`src/rtl/io_devctl_pkg.sv`:
```
package io_devctl_pkg;

  typedef enum logic [2:0] {
    ST_READY  = 3'd0,
    ST_BUSY   = 3'd1,
    ST_DISC   = 3'd2,
    ST_PWROFF = 3'd3,
    ST_DONE   = 3'd4,
    ST_PARERR = 3'd5
  } dev_status_e;

  typedef enum logic [2:0] {
    OP_NOP      = 3'd0,
    OP_CONNECT  = 3'd1,
    OP_DISCONN  = 3'd2,
    OP_START_RD = 3'd3,
    OP_START_WR = 3'd4,
    OP_STAT_REQ = 3'd5
  } dev_op_e;

  typedef struct packed {
    logic connect;
    logic disconnect;
    logic start_rd;
    logic start_wr;
    logic stat_req;
  } cmd_strobe_t;

endpackage

```
`src/rtl/io_sel_decode.sv`:
```
module io_sel_decode #(
  parameter int                 SEL_W    = 6,
  parameter logic [SEL_W-1:0]   DEV_CODE = 6'h2B
) (
  input  logic [SEL_W-1:0] sel_bus,
  output logic             hit
);
  logic [SEL_W-1:0] bit_eq;

  // one equality cell per selector line, then an AND tree
  for (genvar i = 0; i < SEL_W; i++) begin : g_bit
    assign bit_eq[i] = ~(sel_bus[i] ^ DEV_CODE[i]);
  end

  assign hit = &bit_eq;
endmodule

```
`src/rtl/io_cmd_decode.sv`:
```
module io_cmd_decode
  import io_devctl_pkg::*;
(
  input  logic        hit,
  input  logic        cmd_valid,
  input  logic [2:0]  cmd,
  output cmd_strobe_t stb
);
  always_comb begin
    stb = '0;
    if (hit && cmd_valid) begin
      case (cmd)
        OP_CONNECT:  stb.connect    = 1'b1;
        OP_DISCONN:  stb.disconnect = 1'b1;
        OP_START_RD: stb.start_rd   = 1'b1;
        OP_START_WR: stb.start_wr   = 1'b1;
        OP_STAT_REQ: stb.stat_req   = 1'b1;
        default:     stb            = '0;
      endcase
    end
  end
endmodule

```
`src/rtl/io_parity_check.sv`:
```
module io_parity_check #(
  parameter int DATA_W = 8
) (
  input  logic [DATA_W-1:0] data,
  input  logic              par,
  output logic              bad
);
  // even parity: data and parity bit together carry an even count of ones
  assign bad = ^{data, par};
endmodule

```
`src/rtl/io_status_ctl.sv`:
```
module io_status_ctl
  import io_devctl_pkg::*;
(
  input  logic        clk,
  input  logic        rst_n,
  input  cmd_strobe_t stb,
  input  logic        dev_power,
  input  logic        dev_done,
  input  logic        par_bad,
  output logic        connected,
  output logic        busy,
  output logic        avail,
  output logic [2:0]  code,
  output logic        dir_wr,
  output logic        start_pulse,
  output logic        view_status,
  output logic        rd_capture
);
  logic        conn_q, conn_d;
  logic        busy_q, busy_d;
  logic        avail_q, avail_d;
  dev_status_e code_q, code_d;
  logic        dir_q, dir_d;
  logic        start_q, start_d;
  logic        view_q, view_d;
  logic        finish;

  assign finish     = dev_power && !stb.disconnect && busy_q && dev_done;
  assign rd_capture = finish && !dir_q;

  always_comb begin
    conn_d  = conn_q;
    busy_d  = busy_q;
    avail_d = avail_q;
    code_d  = code_q;
    dir_d   = dir_q;
    start_d = 1'b0;
    view_d  = view_q;
    if (stb.stat_req) view_d = 1'b1;
    if (!dev_power || stb.disconnect) begin
      conn_d  = 1'b0;
      busy_d  = 1'b0;
      avail_d = 1'b1;
      code_d  = ST_DISC;
    end else if (busy_q) begin
      if (dev_done) begin
        busy_d  = 1'b0;
        avail_d = 1'b1;
        code_d  = (!dir_q && par_bad) ? ST_PARERR : ST_DONE;
      end
    end else if (stb.connect) begin
      conn_d = 1'b1;
      code_d = ST_READY;
    end else if ((stb.start_rd || stb.start_wr) && conn_q) begin
      busy_d  = 1'b1;
      avail_d = 1'b0;
      code_d  = ST_BUSY;
      dir_d   = stb.start_wr;
      start_d = 1'b1;
      view_d  = 1'b0;
    end
  end

  always_ff @(posedge clk or negedge rst_n) begin
    if (!rst_n) begin
      conn_q  <= 1'b0;
      busy_q  <= 1'b0;
      avail_q <= 1'b1;
      code_q  <= ST_DISC;
      dir_q   <= 1'b0;
      start_q <= 1'b0;
      view_q  <= 1'b0;
    end else begin
      conn_q  <= conn_d;
      busy_q  <= busy_d;
      avail_q <= avail_d;
      code_q  <= code_d;
      dir_q   <= dir_d;
      start_q <= start_d;
      view_q  <= view_d;
    end
  end

  assign connected   = conn_q;
  assign busy        = busy_q;
  assign avail       = avail_q;
  assign code        = code_q;
  assign dir_wr      = dir_q;
  assign start_pulse = start_q;
  assign view_status = view_q;

  // the start pulse never lasts two cycles
  a_r4_single_start: assert property (@(posedge clk) disable iff (!rst_n)
    start_q |=> !start_q);
  // the available line stays low for the whole operation
  a_r4_busy_not_avail: assert property (@(posedge clk) disable iff (!rst_n)
    busy_q |-> !avail_q);
  // completion frees the unit on the next cycle
  a_r5_done_frees: assert property (@(posedge clk) disable iff (!rst_n)
    finish |=> (avail_q && !busy_q));
  // a bad received byte gives the parity-error code
  a_r6_parity_flag: assert property (@(posedge clk) disable iff (!rst_n)
    (rd_capture && par_bad) |=> (code_q == ST_PARERR));
  // loss of power drops the connection and releases the line
  a_r8_power_drop: assert property (@(posedge clk) disable iff (!rst_n)
    !dev_power |=> (!conn_q && avail_q && !busy_q));
endmodule

```
`src/rtl/io_devctl.sv`:
```
module io_devctl
  import io_devctl_pkg::*;
#(
  parameter int               SEL_W    = 6,
  parameter logic [SEL_W-1:0] DEV_CODE = 6'h2B,
  parameter int               DATA_W   = 8
) (
  input  logic              clk,
  input  logic              rst_n,
  input  logic [SEL_W-1:0]  sel_bus,
  input  logic              cmd_valid,
  input  logic [2:0]        cmd,
  input  logic              wr_en,
  input  logic [DATA_W-1:0] wr_data,
  output logic [DATA_W-1:0] rdata,
  output logic              avail,
  input  logic              dev_power,
  input  logic              dev_done,
  input  logic [DATA_W-1:0] dev_rdata,
  input  logic              dev_rpar,
  output logic              dev_start,
  output logic              dev_dir,
  output logic [DATA_W-1:0] dev_wdata
);
  localparam int CODE_W = 3;
  localparam int PAD_W  = DATA_W - CODE_W;

  // reset synchronizer: asserts at once, releases on the clock
  logic [1:0] rst_pipe;
  logic       rst_sync_n;
  always_ff @(posedge clk or negedge rst_n) begin
    if (!rst_n) rst_pipe <= 2'b00;
    else        rst_pipe <= {rst_pipe[0], 1'b1};
  end
  assign rst_sync_n = rst_pipe[1];

  logic              hit;
  cmd_strobe_t       stb;
  logic              par_bad;
  logic              connected, busy, view_status, rd_capture;
  logic [CODE_W-1:0] code, shown_code;
  logic [DATA_W-1:0] data_q, data_d;

  io_sel_decode #(.SEL_W(SEL_W), .DEV_CODE(DEV_CODE)) u_sel (
    .sel_bus(sel_bus), .hit(hit));

  io_cmd_decode u_cmd (
    .hit(hit), .cmd_valid(cmd_valid), .cmd(cmd), .stb(stb));

  io_parity_check #(.DATA_W(DATA_W)) u_par (
    .data(dev_rdata), .par(dev_rpar), .bad(par_bad));

  io_status_ctl u_stat (
    .clk(clk), .rst_n(rst_sync_n), .stb(stb), .dev_power(dev_power),
    .dev_done(dev_done), .par_bad(par_bad), .connected(connected),
    .busy(busy), .avail(avail), .code(code), .dir_wr(dev_dir),
    .start_pulse(dev_start), .view_status(view_status),
    .rd_capture(rd_capture));

  // data register: device capture, else processor write when idle
  always_comb begin
    data_d = data_q;
    if (rd_capture)                  data_d = dev_rdata;
    else if (hit && wr_en && !busy)  data_d = wr_data;
  end

  always_ff @(posedge clk or negedge rst_sync_n) begin
    if (!rst_sync_n) data_q <= '0;
    else             data_q <= data_d;
  end

  assign dev_wdata  = data_q;
  assign shown_code = dev_power ? code : CODE_W'(ST_PWROFF);

  // shared return path
  always_comb begin
    if (!hit)             rdata = '0;
    else if (view_status) rdata = {{PAD_W{1'b0}}, shown_code};
    else                  rdata = data_q;
  end

  // writes while busy leave the register alone
  a_r7_busy_write: assert property (@(posedge clk) disable iff (!rst_sync_n)
    (busy && wr_en && !rd_capture) |=> $stable(data_q));
  // a foreign code cannot change the connection
  a_r1_foreign_code: assert property (@(posedge clk) disable iff (!rst_sync_n)
    (!hit && dev_power) |=> $stable(connected));
  // the direction holds while the operation runs
  a_r10_dir_hold: assert property (@(posedge clk) disable iff (!rst_sync_n)
    (busy && $past(busy)) |-> $stable(dev_dir));
endmodule

```
`config.mk`:
```
export PLATFORM = sky130hd
export DESIGN_NAME = io_devctl
export DESIGN_NICKNAME = d
export VERILOG_FILES = /design/src/rtl/io_devctl_pkg.sv /design/src/rtl/io_sel_decode.sv /design/src/rtl/io_cmd_decode.sv /design/src/rtl/io_parity_check.sv /design/src/rtl/io_status_ctl.sv /design/src/rtl/io_devctl.sv
export SDC_FILE = /design/constraint.sdc
export NUM_CORES = 1
export LEC_CHECK = 0
export ABC_AREA = 1
export BUFFER_PORTS_ARGS = -buffer_cell sky130_fd_sc_hd__clkbuf_2
export CORE_MARGIN = 4
export CORE_UTILIZATION = 44
export DETAILED_ROUTE_END_ITERATION = 16
export PLACE_DENSITY = 0.76
export SETUP_SLACK_MARGIN = 0.02
export SLEW_MARGIN = 15
export SYNTH_ARGS = -nofsm -noshare
export SYNTH_HDL_FRONTEND = slang
export SYNTH_SLANG_ARGS = --single-unit
```
`constraint.sdc`:
```
create_clock -name clk -period 0.8 [get_ports clk]
set_clock_uncertainty 0.1 [all_clocks]
set_input_delay 0.04 -clock clk [delete_from_list [all_inputs] [get_ports clk]]
set_output_delay 0.04 -clock clk [all_outputs]
set_load 0.03 [all_outputs]
```
==> results.md <==
* Synth-to-layout area growth at 96.52%
* Clock input transition at the sequential cells of the worst setup and hold paths at between 0.1 and 0.15 ns
* Count of mapped cells out of synthesis at 202
* Number of buffers inserted during clock tree synthesis at 3
* Path category of the worst min-delay check: input port to flip-flop
* Portion of total power attributed to combinational logic at 0.417
* Synthesized area per cell at 6.584 sq um
* Overall via count from detail_route at 1961
* Synth Net Count at 234
* Part of the total power dissipated in the clock network at 0.192
* EDFF count, synth at 0
* Biggest area contributors in the synthesized netlist: sky130_fd_sc_hd__dfrtp_1, sky130_fd_sc_hd__nand2_1, sky130_fd_sc_hd__nor2_1, sky130_fd_sc_hd__inv_1, sky130_fd_sc_hd__dfstp_2
* Peak VDD IR at 0.001643 V
* TritonCTS clock tree: yes
* Area fraction of the dominant cell type after synthesis at 0.3198
* List of most frequent post-synthesis cells: sky130_fd_sc_hd__nand2_1, sky130_fd_sc_hd__nor2_1, sky130_fd_sc_hd__inv_1, sky130_fd_sc_hd__dfrtp_1, sky130_fd_sc_hd__nand3_1
* Final critical path time including I/O delays and setup at 1.450 ns
* Final-layout fill cell count at between 100 and 150
* Kind of capture point of the worst setup path: output port
* Net Sw Frac at 0.3951
* Area taken by multi-input logic gates at 997.2 sq um
* Routability cong. at 0.7915
* Seq. cell area at 490.5 sq um
* First-pass GRT wire length at 7603 um
* Failing checks: negative hold slack, negative setup slack
* Power spent charging and discharging nets at 1179 uW
* Post-CTS Hold Buffers at 2
* CP max FO at 5
* Post-synth top area cell: sky130_fd_sc_hd__dfrtp_1
* Outcome: finished with violations
* Static leakage at around 0.0013 uW
* Number of rows created at floorplan at 19
* Finished Core Util at 0.9239
* Main flop type after synthesis: sky130_fd_sc_hd__dfrtp_1
* Share of power burned in registers at 0.391
* N_diodes at 0
* Buffer cell driving the clock tree root: sky130_fd_sc_hd__clkbuf_4
* Critical path class: flip-flop to output port
* Net count of the finished layout at 341
* Internal at 1805 uW
* Number of levels in the clock H-tree at 1
* Final-report max-slew violation count at 0
* Number of DRC markers in iteration 0 at 187
* Number of DRC violations after detailed routing at 0
* Most frequent cell after synthesis: sky130_fd_sc_hd__nand2_1
* Die ar. at 0.003966 sq mm
* Share of synthesized flip-flops with an asynchronous set or reset at 1.000
* DRT Wirelength at 7017 um
* Total power at 2984 uW
* Buffer depth of the longest clock path at 2
* Number of antenna violations at the first check in global routing at 0
* Global-route congestion overflow total at 0
* Number of synthesis warnings at 0
* Worst-skew pair later-pin latency at 0.34 ns
* Number of max-cap violations at 0
* Core Region at 0.002829 sq mm
* Maximum number of pins on one net before global-route repair at 18
* Final number of hold-violating endpoints at 9
* Die extent in x at 62.98 um
* Gr usage total at 0.2418
* Final setup violating endpoints at 36
* Cell area after synthesis at 0.001330 sq mm
* Number of global-route vias before repair at between 1500 and 2000
* Placed wire-length estimate at between 2000 and 3000 um
* Number of register bits inferred by synthesis at 19
* Boundary pin count at about 50
* Number of detailed-route iterations in the first pass at 4
* Highest clock rate at just under 0.7 GHz
* Number of I/O port buffers at 50
* Arr. time, crit path at 1.31 ns
* Starting density of the core at 0.4701
* Sequential element share of the synthesized area at 0.3594
* Number of library cell types mapped by synthesis at 23
* Via-to-Cell Ratio at 5.785
* Worst Setup Slack, final at -0.6500 ns
* Required time reported for the critical path endpoint at 0.66 ns
* Final worst hold slack at -0.07205 ns
* Layout cell share with drive strength beyond 1 at 0.6006
* Final Cycle Share at 1.813
* Critical Path Source Type: flip-flop
* Die height at 62.98 um
* Areal power density over the cells at between 1000 and 1500 mW/mm^2
* Post-DR wirelength/cell at 20.70 um
* Setup repair after global routing missed its margin: true
* Post-DRT Antenna Nets at 0
* Number of clock sinks at 19
power groups by stage:
stage	logic (uW)	clock network, uW	registers, uW
final	1240	573	1170
after global routing	1300	611	1170
after CTS	1010	521	1140
after detailed placement	829	0	1140
after global placement	810	0	1140
after floorplan	304	0	1310
logic make-up after synthesis:
family,share of synthesized area
flip-flops,0.3594
buffers and inverters,0.1082
AO/OA/AOI/OAI,0.06868
AND/OR/NAND/NOR,0.4610
other,0.002819
per-layer routing:
| layer | global-route usage | wire, um | vias to the layer above |
|---|---|---|---|
| li1 | - | - | 816 |
| met1 | 0.2297 | 2110 | 890 |
| met2 | 0.4664 | 3555 | 179 |
| met3 | 0.05396 | 621 | 76 |
| met4 | 0.1377 | 729 | 0 |
| met5 | 0 | 0 | - |
critical path, cell delays in order, from the launching register on:
cell                      delay [ns]
sky130_fd_sc_hd__dfrtp_2        0.51
sky130_fd_sc_hd__nand2_4        0.13
sky130_fd_sc_hd__o22ai_2        0.09
sky130_fd_sc_hd__nor2_4         0.13
sky130_fd_sc_hd__buf_8          0.13
sequential cells by signal (all words and copies together), names as in the netlist:
| signal | flops |
|---|---|
| u_stat.dir_wr | 1 |
| u_stat.avail | 1 |
| u_stat.code | 3 |
| dev_wdata | 8 |
| u_stat.connected | 1 |
| u_stat.start_pulse | 1 |
| u_stat.view_status | 1 |
| rst_pipe | 2 |
| u_stat.busy | 1 |
worst paths after layout:
| path | start | end | slack, ns | cells after the start |
|---|---|---|---|---|
| min in group asynchronous | rst_pipe[1]$_DFF_PN0_ | dev_wdata[3]$_DFFE_PN0P_ | 0.12 | 1 |
| setup / recovery | u_stat.view_status$_DFF_PN0_ | rdata[0] | -0.65 | 4 |
| hold / removal | dev_power | u_stat.connected$_DFFE_PN0P_ | -0.07 | 3 |
| setup reg to reg | u_stat.busy$_DFF_PN0_ | dev_wdata[3]$_DFFE_PN0P_ | -0.52 | 6 |
| max in group asynchronous | rst_n | rst_pipe[1]$_DFF_PN0_ | 0.15 | 2 |
| hold reg to reg | rst_pipe[1]$_DFF_PN0_ | dev_wdata[3]$_DFFE_PN0P_ | 0.12 | 1 |
timing repair:
| action | 4_1_cts | 5_1_grt |
|---|---|---|
| buffers inserted | 10 | 14 |
| gates resized for setup | 75 | 54 |
| pin swaps | 17 | 17 |
| gates cloned | 1 | 0 |
| setup endpoints to repair | 36 | 38 |
| endpoints found under the hold margin | 14 | 4 |
cell type report:
type                       count  share of cell area
tap                           31             0.01484
multi-input combinational    147              0.3815
inverter                      37             0.05840
timing repair buffer         101              0.3471
clock buffer                   3            0.008617
sequential                    19              0.1876
clock inverter                 1            0.001915
layout by cell type, fill, tap and decap left out, drive strengths merged:
master / n
nand2: 74
nor2: 42
dfstp: 2
o21ai: 10
conb: 1
nand3: 15
inv: 35
dlygate4sd3: 2
buf: 69
clkbuf: 33
dfrtp: 17
nand4: 1
a21oi: 2
o22ai: 2
clkinv: 3
stage by stage:
step	cells	hold WS (ns)	cell area, sq um	TNS, ns	setup WS, ns
2_1_floorplan	202	-0.3556	1433	-5.675	-0.3840
3_3_place_gp	311	-0.2729	1944	-8.886	-0.4313
3_5_place_dp	311	-0.2729	1944	-9.636	-0.4808
4_1_cts	327	-0.06656	2375	-14.51	-0.6120
5_1_grt	339	-0.08185	2614	-17.54	-0.6905
6_report	339	-0.07205	2614	-16.18	-0.6500
No activity file was read; power rests on OpenSTA's default activity.
